[config.mk]
export PLATFORM = sky130hd
export DESIGN_NAME = tomasulo_sched
export DESIGN_NICKNAME = d
export VERILOG_FILES = /design/src/rtl/tomasulo_sched.sv
export SDC_FILE = /design/constraint.sdc
export NUM_CORES = 2
export LEC_CHECK = 0
export BUFFER_PORTS_ARGS = -buffer_cell sky130_fd_sc_hd__buf_2
export CAP_MARGIN = 20
export CORE_MARGIN = 2
export CORE_UTILIZATION = 32
export DETAILED_ROUTE_END_ITERATION = 6
export PLACE_DENSITY = 0.52
export SYNTH_ARGS = -nofsm -noshare
export SYNTH_HDL_FRONTEND = slang
export SYNTH_SLANG_ARGS = --single-unit
export TNS_END_PERCENT = 5
[constraint.sdc]
create_clock -name clk -period 17 [get_ports clk]
set_clock_uncertainty 0.05 [all_clocks]
set_input_delay 2.55 -clock clk [delete_from_list [all_inputs] [get_ports clk]]
set_output_delay 2.55 -clock clk [all_outputs]
set_load 0.02 [all_outputs]
[src/rtl/tomasulo_sched.sv]
module tomasulo_sched #(
  parameter int NREG    = 8,
  parameter int DW      = 16,
  parameter int NLD     = 3,
  parameter int NADD    = 3,
  parameter int NMUL    = 2,
  parameter int LAT_LD  = 1,
  parameter int LAT_ADD = 2,
  parameter int LAT_MUL = 10,
  parameter int LAT_DIV = 40,
  localparam int RW  = $clog2(NREG),
  localparam int NST = NLD + NADD + NMUL,
  localparam int TW  = $clog2(NST + 1)
) (
  input  logic          clk,
  input  logic          rst_n,
  input  logic          in_valid,
  input  logic [2:0]    in_op,
  input  logic [RW-1:0] in_rd,
  input  logic [RW-1:0] in_rs,
  input  logic [RW-1:0] in_rt,
  input  logic [DW-1:0] in_ldata,
  output logic          in_ready,
  output logic          cdb_valid,
  output logic [TW-1:0] cdb_tag,
  output logic [DW-1:0] cdb_data,
  input  logic [RW-1:0] rf_addr,
  output logic [DW-1:0] rf_data,
  output logic [TW-1:0] rf_tag
);
  localparam int SW = $clog2(NST);
  localparam int M1 = (LAT_LD > LAT_ADD) ? LAT_LD : LAT_ADD;
  localparam int M2 = (LAT_MUL > LAT_DIV) ? LAT_MUL : LAT_DIV;
  localparam int LMAX = (M1 > M2) ? M1 : M2;
  localparam int CW = $clog2(LMAX + 1);
  localparam logic [2:0] OP_LD = 3'd0, OP_ADD = 3'd1, OP_SUB = 3'd2, OP_MUL = 3'd3, OP_DIV = 3'd4;

  logic [NST-1:0] busy, fin;
  logic [2:0]     sop [NST];
  logic [DW-1:0]  vj [NST], vk [NST];
  logic [TW-1:0]  qj [NST], qk [NST];
  logic [CW-1:0]  cnt [NST];
  logic [DW-1:0]  rf [NREG];
  logic [TW-1:0]  stat [NREG];

  logic [SW-1:0]  slot, win;
  logic           found, issue;
  logic [DW-1:0]  jv, kv;
  logic [TW-1:0]  jq, kq;
  int lo, hi;

  function automatic logic [CW-1:0] lat_of(input logic [2:0] op);
    case (op)
      OP_LD:          return CW'(LAT_LD);
      OP_ADD, OP_SUB: return CW'(LAT_ADD);
      OP_MUL:         return CW'(LAT_MUL);
      default:        return CW'(LAT_DIV);
    endcase
  endfunction

  always_comb begin
    case (in_op)
      OP_LD:          begin lo = 0;          hi = NLD;        end
      OP_ADD, OP_SUB: begin lo = NLD;        hi = NLD + NADD; end
      OP_MUL, OP_DIV: begin lo = NLD + NADD; hi = NST;        end
      default:        begin lo = 0;          hi = 0;          end
    endcase
    found = 1'b0;
    slot  = '0;
    for (int s = NST - 1; s >= 0; s--)
      if (s >= lo && s < hi && !busy[s]) begin found = 1'b1; slot = SW'(s); end
  end

  assign in_ready = found;
  assign issue    = in_valid && found;

  genvar g;
  generate
    for (g = 0; g < NST; g++) begin : g_fin
      assign fin[g] = busy[g] && qj[g] == '0 && qk[g] == '0 && cnt[g] == '0;
    end
  endgenerate

  always_comb begin
    win = '0;
    for (int s = NST - 1; s >= 0; s--) if (fin[s]) win = SW'(s);
  end

  assign cdb_valid = |fin;
  assign cdb_tag   = cdb_valid ? TW'(win) + TW'(1) : '0;

  always_comb
    case (sop[win])
      OP_LD:   cdb_data = vj[win];
      OP_ADD:  cdb_data = vj[win] + vk[win];
      OP_SUB:  cdb_data = vj[win] - vk[win];
      OP_MUL:  cdb_data = vj[win] * vk[win];
      default: cdb_data = vj[win] ^ vk[win];
    endcase

  always_comb begin
    if (stat[in_rs] == '0)                            begin jv = rf[in_rs]; jq = '0; end
    else if (cdb_valid && stat[in_rs] == cdb_tag)     begin jv = cdb_data;  jq = '0; end
    else                                              begin jv = '0; jq = stat[in_rs]; end
    if (stat[in_rt] == '0)                            begin kv = rf[in_rt]; kq = '0; end
    else if (cdb_valid && stat[in_rt] == cdb_tag)     begin kv = cdb_data;  kq = '0; end
    else                                              begin kv = '0; kq = stat[in_rt]; end
  end

  always_ff @(posedge clk) begin
    if (!rst_n) begin
      busy <= '0;
      for (int s = 0; s < NST; s++) begin
        sop[s] <= OP_LD; vj[s] <= '0; vk[s] <= '0;
        qj[s] <= '0; qk[s] <= '0; cnt[s] <= '0;
      end
    end else begin
      for (int s = 0; s < NST; s++) begin
        if (issue && slot == SW'(s)) begin
          busy[s] <= 1'b1;
          sop[s]  <= in_op;
          cnt[s]  <= lat_of(in_op);
          if (in_op == OP_LD) begin
            vj[s] <= in_ldata; vk[s] <= '0; qj[s] <= '0; qk[s] <= '0;
          end else begin
            vj[s] <= jv; vk[s] <= kv; qj[s] <= jq; qk[s] <= kq;
          end
        end else if (cdb_valid && win == SW'(s)) begin
          busy[s] <= 1'b0;
        end else if (busy[s]) begin
          if (qj[s] == '0 && qk[s] == '0 && cnt[s] != '0) cnt[s] <= cnt[s] - CW'(1);
          if (cdb_valid && qj[s] == cdb_tag) begin vj[s] <= cdb_data; qj[s] <= '0; end
          if (cdb_valid && qk[s] == cdb_tag) begin vk[s] <= cdb_data; qk[s] <= '0; end
        end
      end
    end
  end

  always_ff @(posedge clk) begin
    if (!rst_n) begin
      for (int r = 0; r < NREG; r++) begin rf[r] <= DW'(r + 1); stat[r] <= '0; end
    end else begin
      for (int r = 0; r < NREG; r++) begin
        if (cdb_valid && stat[r] == cdb_tag) begin rf[r] <= cdb_data; stat[r] <= '0; end
        if (issue && in_rd == RW'(r)) stat[r] <= TW'(slot) + TW'(1);
      end
    end
  end

  assign rf_data = rf[rf_addr];
  assign rf_tag  = stat[rf_addr];

  assert_newest_writer_R8: assert property (@(posedge clk) disable iff (!rst_n)
    issue |=> stat[$past(in_rd)] == TW'($past(slot)) + TW'(1));

  assert_free_after_bcast_R9: assert property (@(posedge clk) disable iff (!rst_n)
    cdb_valid |=> !busy[$past(win)]);

  assert_load_first_R6: assert property (@(posedge clk) disable iff (!rst_n)
    (cdb_valid && |fin[NLD-1:0]) |-> cdb_tag <= TW'(NLD));

  generate
    for (g = 0; g < NST; g++) begin : g_chk
      assert_timer_waits_R4: assert property (@(posedge clk) disable iff (!rst_n)
        (busy[g] && (qj[g] != '0 || qk[g] != '0)) |=> cnt[g] == $past(cnt[g]));
      assert_capture_R7: assert property (@(posedge clk) disable iff (!rst_n)
        (busy[g] && cdb_valid && qj[g] == cdb_tag && win != SW'(g)) |=> (qj[g] == '0 && vj[g] == $past(cdb_data)));
    end
  endgenerate
endmodule

* After elaboration in Yosys (flattened, before gate mapping)
Memory sizes are Yosys's and may differ from the RTL's.
Index checks and enable logic that the tools add are counted.
Widths: inputs -> output; s select.
** Word-level totals
- Output and inout port bits :: 42
- Input port bits :: 34
- Logic and storage cells :: 889
- Memories kept :: 8
- Bits in writable memories :: 552
- Register bits after elaboration :: 8
** Cells by class
- Equality and inequality tests :: 54
- Multiply operators :: 1
- Multiplexer cells :: 480
- $lt $le $gt $ge :: 16
- Bitwise operators :: 145
- $add $sub $neg :: 12
- Reduce and logical (&&, ||, !) cells :: 165
** Memories
- rf :: words 8, bits a word 16, read ports 3, clocked after Yosys merged registers in 0, wr ports 8, RTL line 43 : logic [DW-1:0] rf [NREG];
- vj :: words 8, bits a word 16, read ports 1, clocked after Yosys merged registers in 0, wr ports 8, RTL line 40 : logic [DW-1:0] vj [NST], vk [NST];
- vk :: words 8, bits a word 16, read ports 1, clocked after Yosys merged registers in 0, wr ports 8, RTL line 40
- cnt :: words 8, bits a word 6, read ports 8, clocked after Yosys merged registers in 0, wr ports 8, RTL line 42 : logic [CW-1:0] cnt [NST];
- qj :: words 8, bits a word 4, read ports 8, clocked after Yosys merged registers in 0, wr ports 8, RTL line 41 : logic [TW-1:0] qj [NST], qk [NST];
- qk :: words 8, bits a word 4, read ports 8, clocked after Yosys merged registers in 0, wr ports 8, RTL line 41
- +2 memories
** Operators with widths (count)
- $mux 16 :: 60
- $mux 1 :: 291
- $mux 4 :: 69
- $mux 6 :: 32
- $or 1x1->1 :: 144
- $ge 4x32->1 const A :: 4
- $lt 4x32->1 const A :: 4
- $logic_and 1x1->1 :: 107
- $eq 4x4->1 :: 26
- $logic_not 4->1 :: 18
- $mux 3 :: 24
- $ge 3x32->1 const A :: 2
- $lt 3x32->1 const A :: 2
- $pmux 16 s4 :: 1
- $logic_not 6->1 :: 8
- $reduce_bool 6->1 :: 8
- $sub 6x1->6 const B :: 8
- $eq 3x3->1 const B :: 13
- $ge 1x32->1 const A :: 1
- $ge 2x32->1 const A :: 1
- $lt 1x32->1 const A :: 1
- $lt 2x32->1 const A :: 1
- $eq 3x2->1 const B :: 10
- $pmux 6 s3 :: 1
- 13 further kinds :: 37

* Logic depth before layout (Yosys ltp)
An unclocked memory read counts as a cell.
- Word-level depth :: 24
- Gate-level depth with buffers :: 43
- Mapped depth without buffers :: 38

* Least setup slack after synthesis
OpenSTA, ideal clock, no wires.
- Path type :: reg-to-output
- Start :: memory cnt[1][12] in the netlist's numbering
- End :: output port cdb_data[15]
- Arrival :: 8.501 ns
- Setup slack :: 5.899 ns
- Data required time :: 14.400 ns
- Buffers on the path :: 5
- Cell stages (with the launch flop) :: 37
- Cell sequence :: edfxtp_1 -> inv_1 -> ha_1 -> or3b_2 -> nor3_1 -> a211oi_1 -> o2111ai_1 -> and2_0 -> buf_2 -> buf_2 -> buf_2 -> o21a_1 -> clkbuf_1 -> nor2_1 -> fa_1 -> inv_1 -> fa_1 -> fa_1 -> fa_1 -> inv_1 -> fa_1 -> inv_1 -> fa_1 -> inv_1 -> ha_1 -> nand3_1 -> nand2_1 -> a41o_1 -> o21ai_0 -> nand2b_1 -> a21oi_1 -> xnor2_1 -> xnor3_1 -> o211ai_2 -> nor2_4 -> buf_4 -> inv_1
** RTL lines
- start: declaration :: RTL line 42
- end: declaration :: RTL line 26 : output logic [DW-1:0] cdb_data,

==> results.yml <==
power_and_ir_drop:
  p_leak_nw: 14.9
  peakVddDrop_v: 0.0000857
  cellPowerDensity_nw_per_um2: 91.6
cts:
  cts.hold.buffers_added: 0
  htree_levels: 2
  cts_made_buffers: 60
  cts_resized: 0
  clock-sinks: 560
  path_clk_slew_ns: 0.06
  cts_root_buffer: "clkbuf_16"
  tritoncts: "yes"
  max-clock-path-buffers: 3
  worstSkewPairLatency_ns: 0.66
  post_cts_buffers: 0
floorplanning:
  start_util_pct: 32.3
  die_x_um: 344
  fp.dieArea_um2: 118000
  top_level_ports: 76
  rows: 124
  fp.coreArea_um2: 115000
  die_y_um: 344
routing:
  via_count: 28100
  vias_per_cell: 5.73
  drcViolationCount: 0
  routed_wl_um: 133000
  wire_per_inst_um: 27.1
  route.met3.wl_um: 10800
  initialDrtViolationCount: 2924
  top_layer: "met5"
  final_antenna_net_count: 0
  dr.pass1.iters: 5
  met1_length_um: 55600
  met2_length_um: 62000
worst_hold_path:
  hold_depth: 2
  hold_path_class: "reg -> reg"
critical_path:
  cp.required_ns: 14.40
  crit_fanout: 41
  slowest_stage: "buf_4"
  critical_path_depth: 33
  start_kind: "flip-flop"
  arrival_ns: 11.53
  r2r_cells: 32
  criticalPathCategory: "reg -> out"
  endpoint_kind: "output port"
  cp_slowest_stage_delay_ns: 0.68
  crit_family: "adder cells"
  critPathBufInv: 8
synthesis:
  netlist_instances: 3331
  synth_area_per_cell_um2: 11.1
  yosysTopAreaCellShare_pct: 44.8
  synth_area_leaders: "edfxtp_1 (45%), mux4_2 (7.3%), mux2i_1 (5.8%), fa_1 (4.4%), nor2_1 (4.2%)"
  synthArstFlopShare_pct: 0
  yosys.area.top_type: "edfxtp_1"
  yosysWarnings: 0
  netlist_area_um2: 37000
  ys_seq_area_share_pct: 45.2
  ys_ff_latch: 560
  synth_edf_count: 552
  synth_cell_types: 96
  ys.flop_type: "edfxtp_1"
grt:
  grt_pass1_wl_um: 193000
  grt_use_total_pct: 22.1
  antenna_found_initial: 4
  grt_pass1_vias: 27600
  gr-total-overflow: 0
  grt_max_degree: 54
place:
  dp.final_hpwl_um: 90500
  gp_congestion: 0.906
  portBuffers: 75
timing:
  worst_pin_slew_ns: 1.19
  min_period_ns: 14.13
  setup_violations: 0
  timing.final.crit_share_pct: 83.1
  hold_viol: 0
  slew_headroom_pct: 18.7
  fmax_mhz: 70.8
  report.final.slew_viol_count: 0
  finalSetupTns_ns: 0
  rsz0062_at_grt: "false"
finish:
  area_delta_synth_final_pct: 10.9
  final_layout_size_suffix_gt1_share_pct: 15.0
  fin_util_pct: 35.9
  fin_nets: 3566
outcome:
  outcome: "finished clean"
job:
  maxCapViolCount: 0
cells in the final DEF (no fill, tap or decap), drive strengths merged, types with 19 or more instances in the layout:
cell type  synthesis  layout
xor2              75      75
nand3             52      52
mux2i            219     219
clkbuf           156      71
nor3              38      38
buf               68     183
xnor2            128     128
mux4             120     120
nand2            284     284
fa                81      81
nor2             419     419
o21ai             48      48
ha                97      97
and2              30      30
nand2b            25      25
mux2              44      44
a21oi            104     104
edfxtp           552     552
clkinv             2      24
nand4             39      39
o22ai            201     201
a21o              19      19
o221ai            58      58
nor4              29      29
nor2b             21      21
inv              219     221
final cells by class:
| cell class | count | area (um^2) |
|---|---|---|
| Timing Repair Buffer | 183 | 1210 |
| Clock inverter | 34 | 313 |
| Antenna cell | 1 | 2.50 |
| Clock buffer | 71 | 1540 |
| Multi-Input combinational cell | 2328 | 18500 |
| Fill cell | 11400 | 73400 |
| Inverter | 221 | 830 |
| Tap cell | 1512 | 1890 |
| Sequential cell | 560 | 16700 |
per-stage QoR:
step,instances,power (mW),hold WS [ns],area [um^2],setup slack [ns]
6_report,4910,3.76,0.468,41100,2.87
5_1_grt,4910,3.90,0.500,41100,2.44
4_1_cts,4909,3.77,0.466,41100,2.99
3_5_place_dp,4804,2.49,0.459,39200,3.71
3_3_place_gp,4803,2.48,0.458,39200,3.75
2_1_floorplan,3333,2.20,0.412,37000,5.90
state kept, by name, summed over array words and instances (netlist names):
register / cells
qj: 32
vj: 128
cnt: 48
busy: 8
vk: 128
sop: 24
qk: 32
rf: 128
stat: 32
worst paths after layout:
path / end / startpoint / slack, ns
max: cdb_data[15] / qk[0][5] / 2.87
min: busy[7] / busy[7] / 0.47
max reg2reg: vj[7][15] / qk[0][5] / 6.00
min reg2reg: busy[7] / busy[7] / 0.47
tightest hold or removal path: stages (launching register included):
cell,delay [ns]
dfxtp_1,0.35
nand2_1,0.07
a21oi_1,0.06
synthesized netlist by cell type (28+ instances only):
cell / instances
nand3_1: 52
edfxtp_1: 552
xor2_1: 75
inv_1: 216
nand2_1: 284
clkbuf_1: 156
mux2_2: 42
mux4_2: 120
nor4_1: 28
fa_1: 81
nand4_1: 38
o21ai_0: 42
o22ai_1: 200
mux2i_1: 213
ha_1: 97
nor3_1: 31
xnor2_1: 126
o221ai_1: 58
nor2_1: 416
a21oi_1: 90
per-layer routing:
metal,GRT usage [%],vias up
met5,0,-
met4,7.07,6
met3,3.22,254
met2,36.3,1368
met1,30.2,14200
li1,-,12300
report_power, final:
| group | switching (mW) | leakage (nW) | internal, mW |
|---|---|---|---|
| registers | 0.0381 | 5.74 | 1.59 |
| clock network | 0.576 | 0.896 | 0.719 |
| logic | 0.546 | 8.31 | 0.288 |
cells by family (layout without fill, tap and decap cells):
logic type                 after synthesis  count (layout)  synth area share, %
and+or+nand+nor                       1008            1008                 12.4
DFF                                    560             560                 45.2
AOI/OAI and AO/OA                      552             552                 10.2
buffers and inverters                  445             509                 4.92
muxes                                  383             383                 14.7
xor gates and xnor gates               204             204                 4.90
adders and majority gates              178             178                 7.66
other                                    1               4               0.0101
Note: power is estimated with default switching activity, not from simulation.
